**config.mk**
```make
export PLATFORM = sky130hd
export DESIGN_NAME = perm_check_unit
export DESIGN_NICKNAME = d
export VERILOG_FILES = /design/src/rtl/perm_pkg.sv /design/src/rtl/perm_attr_decode.sv /design/src/rtl/perm_trap_select.sv /design/src/rtl/perm_out_reg.sv /design/src/rtl/perm_check_unit.sv
export SDC_FILE = /design/constraint.sdc
export NUM_CORES = 1
export LEC_CHECK = 0
export BUFFER_PORTS_ARGS = -buffer_cell sky130_fd_sc_hd__buf_4
export CORE_AREA = 2 2 39 41
export DETAILED_ROUTE_END_ITERATION = 10
export DIE_AREA = 0 0 41 43
export PLACE_DENSITY_LB_ADDON = 0.25
export SETUP_SLACK_MARGIN = 0.2
export SLEW_MARGIN = 20
export SYNTH_ARGS = -nofsm -noshare
export SYNTH_HDL_FRONTEND = slang
export SYNTH_SLANG_ARGS = --single-unit
```
**constraint.sdc**
```tcl
create_clock -name clk -period 1.2 [get_ports clk]
set_input_delay 0.24 -clock clk [delete_from_list [all_inputs] [get_ports clk]]
set_output_delay 0.24 -clock clk [all_outputs]
set_load 0.01 [all_outputs]
```
**src/rtl/perm_pkg.sv**
```systemverilog
package perm_pkg;

    localparam int FT_W = 4;
    localparam logic [FT_W-1:0] FT_NONE = '0;
    localparam logic [FT_W-1:0] FT_PRIV = FT_W'(1);

    typedef enum logic [1:0] {
        ACC_FETCH = 2'd0,
        ACC_LOAD  = 2'd1,
        ACC_STORE = 2'd2,
        ACC_RSVD  = 2'd3
    } acc_e;

    typedef enum logic [1:0] {
        TC_NONE  = 2'd0,
        TC_IACC  = 2'd1,
        TC_DACC  = 2'd2,
        TC_DPROT = 2'd3
    } tcls_e;

    typedef struct packed {
        logic valid;
        logic priv;
        logic writable;
        logic global_b;
        logic side_eff;
        logic cache_phys;
        logic cache_virt;
    } ent_t;

    typedef struct packed {
        logic            trap;
        tcls_e           cls;
        logic [FT_W-1:0] ft;
        logic            miss;
        logic            gerr;
        logic            cacheable;
        logic            eff_w;
    } verdict_t;

    localparam verdict_t VERDICT_IDLE = '{trap: 1'b0, cls: TC_NONE, ft: FT_NONE,
                                          miss: 1'b0, gerr: 1'b0, cacheable: 1'b0,
                                          eff_w: 1'b0};

    function automatic tcls_e access_fault_class(acc_e a);
        return (a == ACC_FETCH) ? TC_IACC : TC_DACC;
    endfunction

endpackage

```
**src/rtl/perm_attr_decode.sv**
```systemverilog
module perm_attr_decode
    import perm_pkg::*;
(
    input  ent_t ent,
    input  logic tag_global,
    input  logic instr_side,
    output logic eff_w,
    output logic cacheable,
    output logic gerr
);
    always_comb begin
        eff_w     = ent.valid & ~instr_side & ent.writable;
        cacheable = ent.valid & ent.cache_phys;
        gerr      = ent.valid & (ent.global_b ^ tag_global);
    end
endmodule

```
**src/rtl/perm_trap_select.sv**
```systemverilog
module perm_trap_select
    import perm_pkg::*;
(
    input  ent_t            ent,
    input  acc_e            acc,
    input  logic            priv_level,
    input  logic            eff_w,
    output logic            trap,
    output tcls_e           cls,
    output logic [FT_W-1:0] ft
);
    logic priv_viol;
    logic prot_viol;

    always_comb begin
        priv_viol = ent.valid & ent.priv & ~priv_level;
        prot_viol = ent.valid & (acc == ACC_STORE) & ~eff_w;
        trap = 1'b0;
        cls  = TC_NONE;
        ft   = FT_NONE;
        if (priv_viol) begin
            trap = 1'b1;
            cls  = access_fault_class(acc);
            ft   = FT_PRIV;
        end else if (prot_viol) begin
            trap = 1'b1;
            cls  = TC_DPROT;
        end
    end
endmodule

```
**src/rtl/perm_out_reg.sv**
```systemverilog
module perm_out_reg
    import perm_pkg::*;
(
    input  logic     clk,
    input  logic     rst,
    input  logic     req_valid,
    input  verdict_t d,
    output logic     q_valid,
    output verdict_t q
);
    always_ff @(posedge clk) begin
        if (rst) begin
            q_valid <= 1'b0;
            q       <= VERDICT_IDLE;
        end else begin
            q_valid <= req_valid;
            q       <= req_valid ? d : VERDICT_IDLE;
        end
    end

    AST_VALID_FOLLOWS_REQ: assert property (@(posedge clk) disable iff (rst)
        req_valid |=> q_valid);
    AST_IDLE_AFTER_NO_REQ: assert property (@(posedge clk) disable iff (rst)
        !req_valid |=> (!q_valid && q == VERDICT_IDLE));
    AST_MISS_NEVER_TRAPS: assert property (@(posedge clk) disable iff (rst)
        q.miss |-> (!q.trap && q.cls == TC_NONE));
    AST_ACCESS_FT_CODE: assert property (@(posedge clk) disable iff (rst)
        (q.cls == TC_IACC || q.cls == TC_DACC) |-> (q.ft == FT_PRIV && q.trap));
endmodule

```
**src/rtl/perm_check_unit.sv**
```systemverilog
module perm_check_unit
    import perm_pkg::*;
(
    input  logic       clk,
    input  logic       rst,
    input  logic       req_valid,
    input  logic [1:0] access_type,
    input  logic       priv_level,
    input  logic       instr_side,
    input  logic       ent_valid,
    input  logic       ent_priv,
    input  logic       ent_writable,
    input  logic       ent_global,
    input  logic       ent_side_effect,
    input  logic       ent_cache_phys,
    input  logic       ent_cache_virt,
    input  logic       tag_global,
    output logic       chk_valid,
    output logic       trap_req,
    output logic [1:0] trap_class,
    output logic [3:0] fault_type,
    output logic       miss,
    output logic       global_err,
    output logic       cacheable,
    output logic       eff_writable
);
    ent_t            ent;
    acc_e            acc;
    logic            d_eff_w, d_cach, d_gerr, d_trap;
    tcls_e           d_cls;
    logic [FT_W-1:0] d_ft;
    verdict_t        d_verdict, q_verdict;

    always_comb begin
        ent = '{valid: ent_valid, priv: ent_priv, writable: ent_writable,
                global_b: ent_global, side_eff: ent_side_effect,
                cache_phys: ent_cache_phys, cache_virt: ent_cache_virt};
        acc = acc_e'(access_type);
    end

    perm_attr_decode u_decode (
        .ent        (ent),
        .tag_global (tag_global),
        .instr_side (instr_side),
        .eff_w      (d_eff_w),
        .cacheable  (d_cach),
        .gerr       (d_gerr)
    );

    perm_trap_select u_select (
        .ent        (ent),
        .acc        (acc),
        .priv_level (priv_level),
        .eff_w      (d_eff_w),
        .trap       (d_trap),
        .cls        (d_cls),
        .ft         (d_ft)
    );

    always_comb begin
        d_verdict = '{trap: d_trap, cls: d_cls, ft: d_ft, miss: ~ent_valid,
                      gerr: d_gerr, cacheable: d_cach, eff_w: d_eff_w};
    end

    perm_out_reg u_oreg (
        .clk       (clk),
        .rst       (rst),
        .req_valid (req_valid),
        .d         (d_verdict),
        .q_valid   (chk_valid),
        .q         (q_verdict)
    );

    always_comb begin
        trap_req     = q_verdict.trap;
        trap_class   = q_verdict.cls;
        fault_type   = q_verdict.ft;
        miss         = q_verdict.miss;
        global_err   = q_verdict.gerr;
        cacheable    = q_verdict.cacheable;
        eff_writable = q_verdict.eff_w;
    end

    AST_PRIV_OUTRANKS_PROT: assert property (@(posedge clk) disable iff (rst)
        (req_valid && ent_valid && ent_priv && !priv_level && access_type == 2'd2)
        |=> (trap_class == 2'd2 && fault_type == 4'd1));
    AST_ISIDE_STORE_PROT: assert property (@(posedge clk) disable iff (rst)
        (req_valid && ent_valid && instr_side && access_type == 2'd2 &&
         (priv_level || !ent_priv)) |=> (trap_req && trap_class == 2'd3));
    AST_NO_PROT_ON_READ: assert property (@(posedge clk) disable iff (rst)
        (req_valid && access_type != 2'd2) |=> (trap_class != 2'd3));
endmodule

```
==> metrics.csv, run 1 <==
metric,value,unit
GPL Wtd Cong,0.6790,
Setup WS pre-CTS,0.1612,ns
"Reg clk slew, reported paths",0.06,ns
Peak VDD IR,309.8,uV
HP Class,in -> reg,
crit path max-delay cell type,dfxtp_1,
"EDFF count, synth",0,
Post-CTS Hold Fix Bufs,0,
DR iter-0 viols,1,
Worst Hold Depth,2,
routed wire length,585,um
Max Cap Violations,0,
Max Slew Vio Count,0,
Critical Path End Type,primary output,
"Critical Path, Cell by Cell",buf_4,
Inst Count DP,69,
detailed-route DRC error count,0,
synth top area cells,"dfxtp_1, buf_4, nor2_1, a211oi_2, nand2b_1",
total power,607.0,uW
Setup TNS,0,ns
WL per Instance,8.014,um
Global Route Usage Sum,0.06834,
fillers,145,
Die Y,43,um
first-pass GRT wire length,800,um
clock tree buffer depth,2,
Ys Warns,0,
Area growth syn-to-layout,60.38,%
endpoints failing setup,0,
CP Data Arrival Time,0.68,ns
number of buffers and inverters on the critical path,1,
Worst Path Required,0.96,ns
# port buffers,21,
"antenna viol nets, final",0,
"Primary FF master, synth",dfxtp_1,
Top Ports,27,
max incr delay on CP,0.30,ns
Root Buffer,clkbuf_4,
detailed-route via count,282,
Initial Util,0.2351,
minimum clock period,0.9197,ns
Mapped Area,325.3,sq um
initial antenna violation count,0,
Final period util,0.7664,
Clock Sink Count,9,
post-synthesis cell count,32,
die width,41,um
Final Instance Count excl. Fillers,73,
most common cell in the netlist,dfxtp_1,
sequential area share after synthesis,0.5538,
Final WS setup,0.2803,ns
share of cells above drive strength 1,0.4912,
status,completed,
Post-CTS Setup Bufs,0,
Fmax achieved,1087,MHz
Setup CP Type,reg -> out,
core area,1384,sq um
Mapped Avg Cell Area,10.17,sq um
Power Density,1163,nW/um^2
largest net degree at the start of global routing,8,
Synth top cells by count,"dfxtp_1, nor2_1, buf_4",
Critical Path Stages,1,
number of global-route vias before repair,223,
Synth top area share,0.5538,
leakage,0.2511,nW
row cnt,14,
cell taking the most area after synthesis,dfxtp_1,
kind of cell adding the most delay to the critical path,flip-flops,
Async SR Flop Fraction,0,
Startpoint Class,flip-flop,
TritonCTS clock tree,yes,
dpl hpwl,487.1,um
Final Hold Viols,0,
Layout Nets,73,
total gr overflow,0,
synthesis-stage register bit count,9,
RSZ-0062 raised after global routing,false,
"Distinct cells, synth",17,
vias per cell,3.863,
H-tree Lvls,1,
number of CTS-inserted buffers,3,
crit-path max FO,1,
ANT cells,0,
die area,1763,sq um
final hold slack,0.1756,ns
PostCTS Resize Cnt,0,
TritonRoute pass-1 iters,3,
## sequential cells by signal, summed over array words and instances (netlist names)
| signal | count |
|---|---|
| u_oreg.q | 8 |
| u_oreg.q_valid | 1 |
## where the power goes
group / internal, mW / leakage (nW) / switching (mW) / total, mW
Clock: 0.127 / 0.0150 / 0.0877 / 0.215
Sequential: 0.308 / 0.0734 / 0.00199 / 0.310
Combinational: 0.0479 / 0.163 / 0.0347 / 0.0826
Total: 0.483 / 0.251 / 0.124 / 0.607
## layout by cell type, fill, tap and decap left out
| cell | count |
|---|---|
| buf_4 | 22 |
| dfxtp_1 | 9 |
| nor2_1 | 4 |
| conb_1 | 3 |
| clkbuf_4 | 3 |
| nand2b_1 | 2 |
| a21oi_1 | 2 |
| nand3b_2 | 1 |
| nand4_1 | 1 |
| or2_0 | 1 |
| a211oi_2 | 1 |
| inv_1 | 1 |
| and3_2 | 1 |
| nand2_1 | 1 |
| xnor2_1 | 1 |
| nand3b_1 | 1 |
| o21ai_0 | 1 |
| nand4b_1 | 1 |
| clkbuf_1 | 1 |
## per-stage QoR
step,utilization,area (sq um)
floorplan,-,332.8
global placement,0.3580,495.5
detailed placement,0.3580,495.5
CTS,0.3770,521.8
global route,0.3770,521.8
finish,0.3770,521.8
## path summary, 6_finish.rpt
path	from	end	slack, ns
worst max-delay path	u_oreg.q[9]$_SDFF_PP0_	trap_class[1]	0.28
worst min-delay path	access_type[0]	u_oreg.q[8]$_SDFF_PP0_	0.18
## cell type report
cell class                      count  area, sq um  area share
Clock buffer                        4        26.28     0.05036
Timing Repair Buffer               22        165.2      0.3165
Inverter                            1        3.754    0.007194
Multi-Input combinational cell     21        126.4      0.2422
Sequential cell                     9        180.2      0.3453
Tap cell                           16        20.02     0.03837
## layer usage
metal	track usage	wire [um]	part of all wire
met5	0	0	0
met1	0.06774	215	0.37
met4	0.06000	0	0
met2	0.1063	332	0.57
met3	0.02094	37	0.063
## cells by family after synthesis
group / synth area share
AND/OR/NAND/NOR: 0.2423
other: 0.01153
AO/OA/AOI/OAI: 0.08460
buffers and inverters: 0.08075
XOR/XNOR: 0.02693
flip-flops: 0.5538
(Power assumes the default switching activity.)
==> run 2, diff against run 1 <==
==> constraint.sdc (replaced) <==
create_clock -name clk -period 0.95 [get_ports clk]
set_input_delay 0.19 -clock clk [delete_from_list [all_inputs] [get_ports clk]]
set_output_delay 0.19 -clock clk [all_outputs]
set_load 0.01 [all_outputs]
==> metrics.csv, run 2 (synthesis gave the netlist of run 1 again) <==
metric,value,unit
Setup CP Type,reg -> out,
# port buffers,21,
WL per Instance,8.547,um
Peak VDD IR,376.6,uV
met3 Track Usage GR,0.01571,
Largest register FFs,8,
status,completed,
TritonCTS clock tree,yes,
HP Start,access_type[0],
area occupied by multi-input gates,135.1,sq um
endpoints failing setup,0,
Final Hold Viols,0,
Inst Count DP,71,
fillers,145,
DR iter-0 viols,0,
largest register by flop count,u_oreg.q,
Max Cap Violations,0,
total gr overflow,0,
HP Class,in -> reg,
number of buffers and inverters on the critical path,1,
Critical Path End Type,primary output,
Startpoint Class,flip-flop,
initial antenna violation count,0,
RSZ-0062 raised after global routing,true,
Hold EP,u_oreg.q[8]$_SDFF_PP0_,
Comb pwr share,0.151,
number of global-route vias before repair,250,
Area growth syn-to-layout,81.15,%
minimum clock period,0.8685,ns
number of CTS-inserted buffers,3,
Worst Path Required,0.76,ns
max incr delay on CP,0.31,ns
Power Density,1360,nW/um^2
Internal Power,626.0,uW
Net Sw Frac,0.2192,
"antenna viol nets, final",0,
Die Y,43,um
Critical Path Stages,1,
Top Ports,27,
Root Buffer,clkbuf_4,
vias per cell,3.867,
Initial Util,0.2351,
"Critical Path, Cell by Cell",buf_6,
TritonRoute pass-1 iters,1,
Fmax achieved,1151,MHz
"most common cell after layout, fill and taps aside",buf_4,
core area,1384,sq um
Global Route Usage Sum,0.08157,
clock tree buffer depth,2,
die width,41,um
leakage,0.2799,nW
met1 global-route usage,0.08117,
clock power share,0.356,
kind of cell adding the most delay to the critical path,flip-flops,
first-pass GRT wire length,903,um
"Reg clk slew, reported paths",0.06,ns
sequential fraction of design power,0.493,
biggest regs,"u_oreg.q (8), u_oreg.q_valid (1)",
final hold slack,0.1075,ns
detailed-route DRC error count,0,
crit path max-delay cell type,dfxtp_2,
most frequent cells in the layout,"buf_4, buf_6, dfxtp_2",
largest net degree at the start of global routing,7,
Post-CTS Setup Bufs,0,
Final Instance Count excl. Fillers,75,
Post-CTS Hold Fix Bufs,0,
Reg area,190.2,sq um
row cnt,14,
share of cells above drive strength 1,0.6441,
ANT cells,0,
H-tree Lvls,1,
routed wire length,641,um
CP Data Arrival Time,0.68,ns
die area,1763,sq um
Setup TNS,0,ns
Final period util,0.9143,
detailed-route via count,290,
GPL Wtd Cong,0.6684,
Top Usage Layer GRT,met4,
Layout Nets,75,
Max Slew Vio Count,0,
M2 GR Usage,0.1094,
crit-path max FO,1,
Clock Sink Count,9,
Worst Hold Depth,2,
NetSw,175.8,uW
-- run 2: final cells by class --
class	instances	area share
Clock buffer	4	0.04459
Sequential cell	9	0.3227
Inverter	1	0.006369
Timing Repair Buffer	24	0.3631
Tap cell	16	0.03397
Multi-Input combinational cell	21	0.2293
-- run 2: per-stage QoR --
stage / area, sq um / total power, mW / util / worst slack, ns
CTS: 583.1 / 0.8182 / 0.4213 / 0.06504
global route: 589.3 / 0.8414 / 0.4259 / 0.06081
global placement: 519.2 / 0.5136 / 0.3752 / -0.0008124
finish: 589.3 / 0.8017 / 0.4259 / 0.08146
floorplan: 341.6 / 0.4487 / - / 0.1462
detailed placement: 519.2 / 0.5151 / 0.3752 / 0.004962
-- run 2: repair_timing --
action	CTS	global route
pin swaps	0	0
setup endpoints to repair	9	9
resized for setup	12	5
-- run 2: per-layer routing --
metal,vias to the layer above,share of wire
li1,153,-
met1,125,0.40
met2,12,0.54
met3,0,0.056
met4,0,0
met5,-,0
-- run 2: power by group through the flow --
stage	clock network, mW	registers [mW]	logic [mW]
after detailed placement	0	0.399	0.116
after global routing	0.314	0.396	0.132
after global placement	0	0.399	0.114
after floorplan	0	0.406	0.0430
final	0.285	0.395	0.121
after CTS	0.302	0.394	0.122
-- run 2: worst max path at each step --
stage	from	endpoint	slack, ns
after detailed placement	priv_level	u_oreg.q[8]$_SDFF_PP0_	0.005
after global placement	priv_level	u_oreg.q[8]$_SDFF_PP0_	-0.0008
after floorplan	priv_level	u_oreg.q[8]$_SDFF_PP0_	0.15
final	u_oreg.q[9]$_SDFF_PP0_	trap_class[1]	0.08
after global routing	u_oreg.q[4]$_SDFF_PP0_	fault_type[0]	0.06
after CTS	u_oreg.q[9]$_SDFF_PP0_	trap_class[1]	0.07
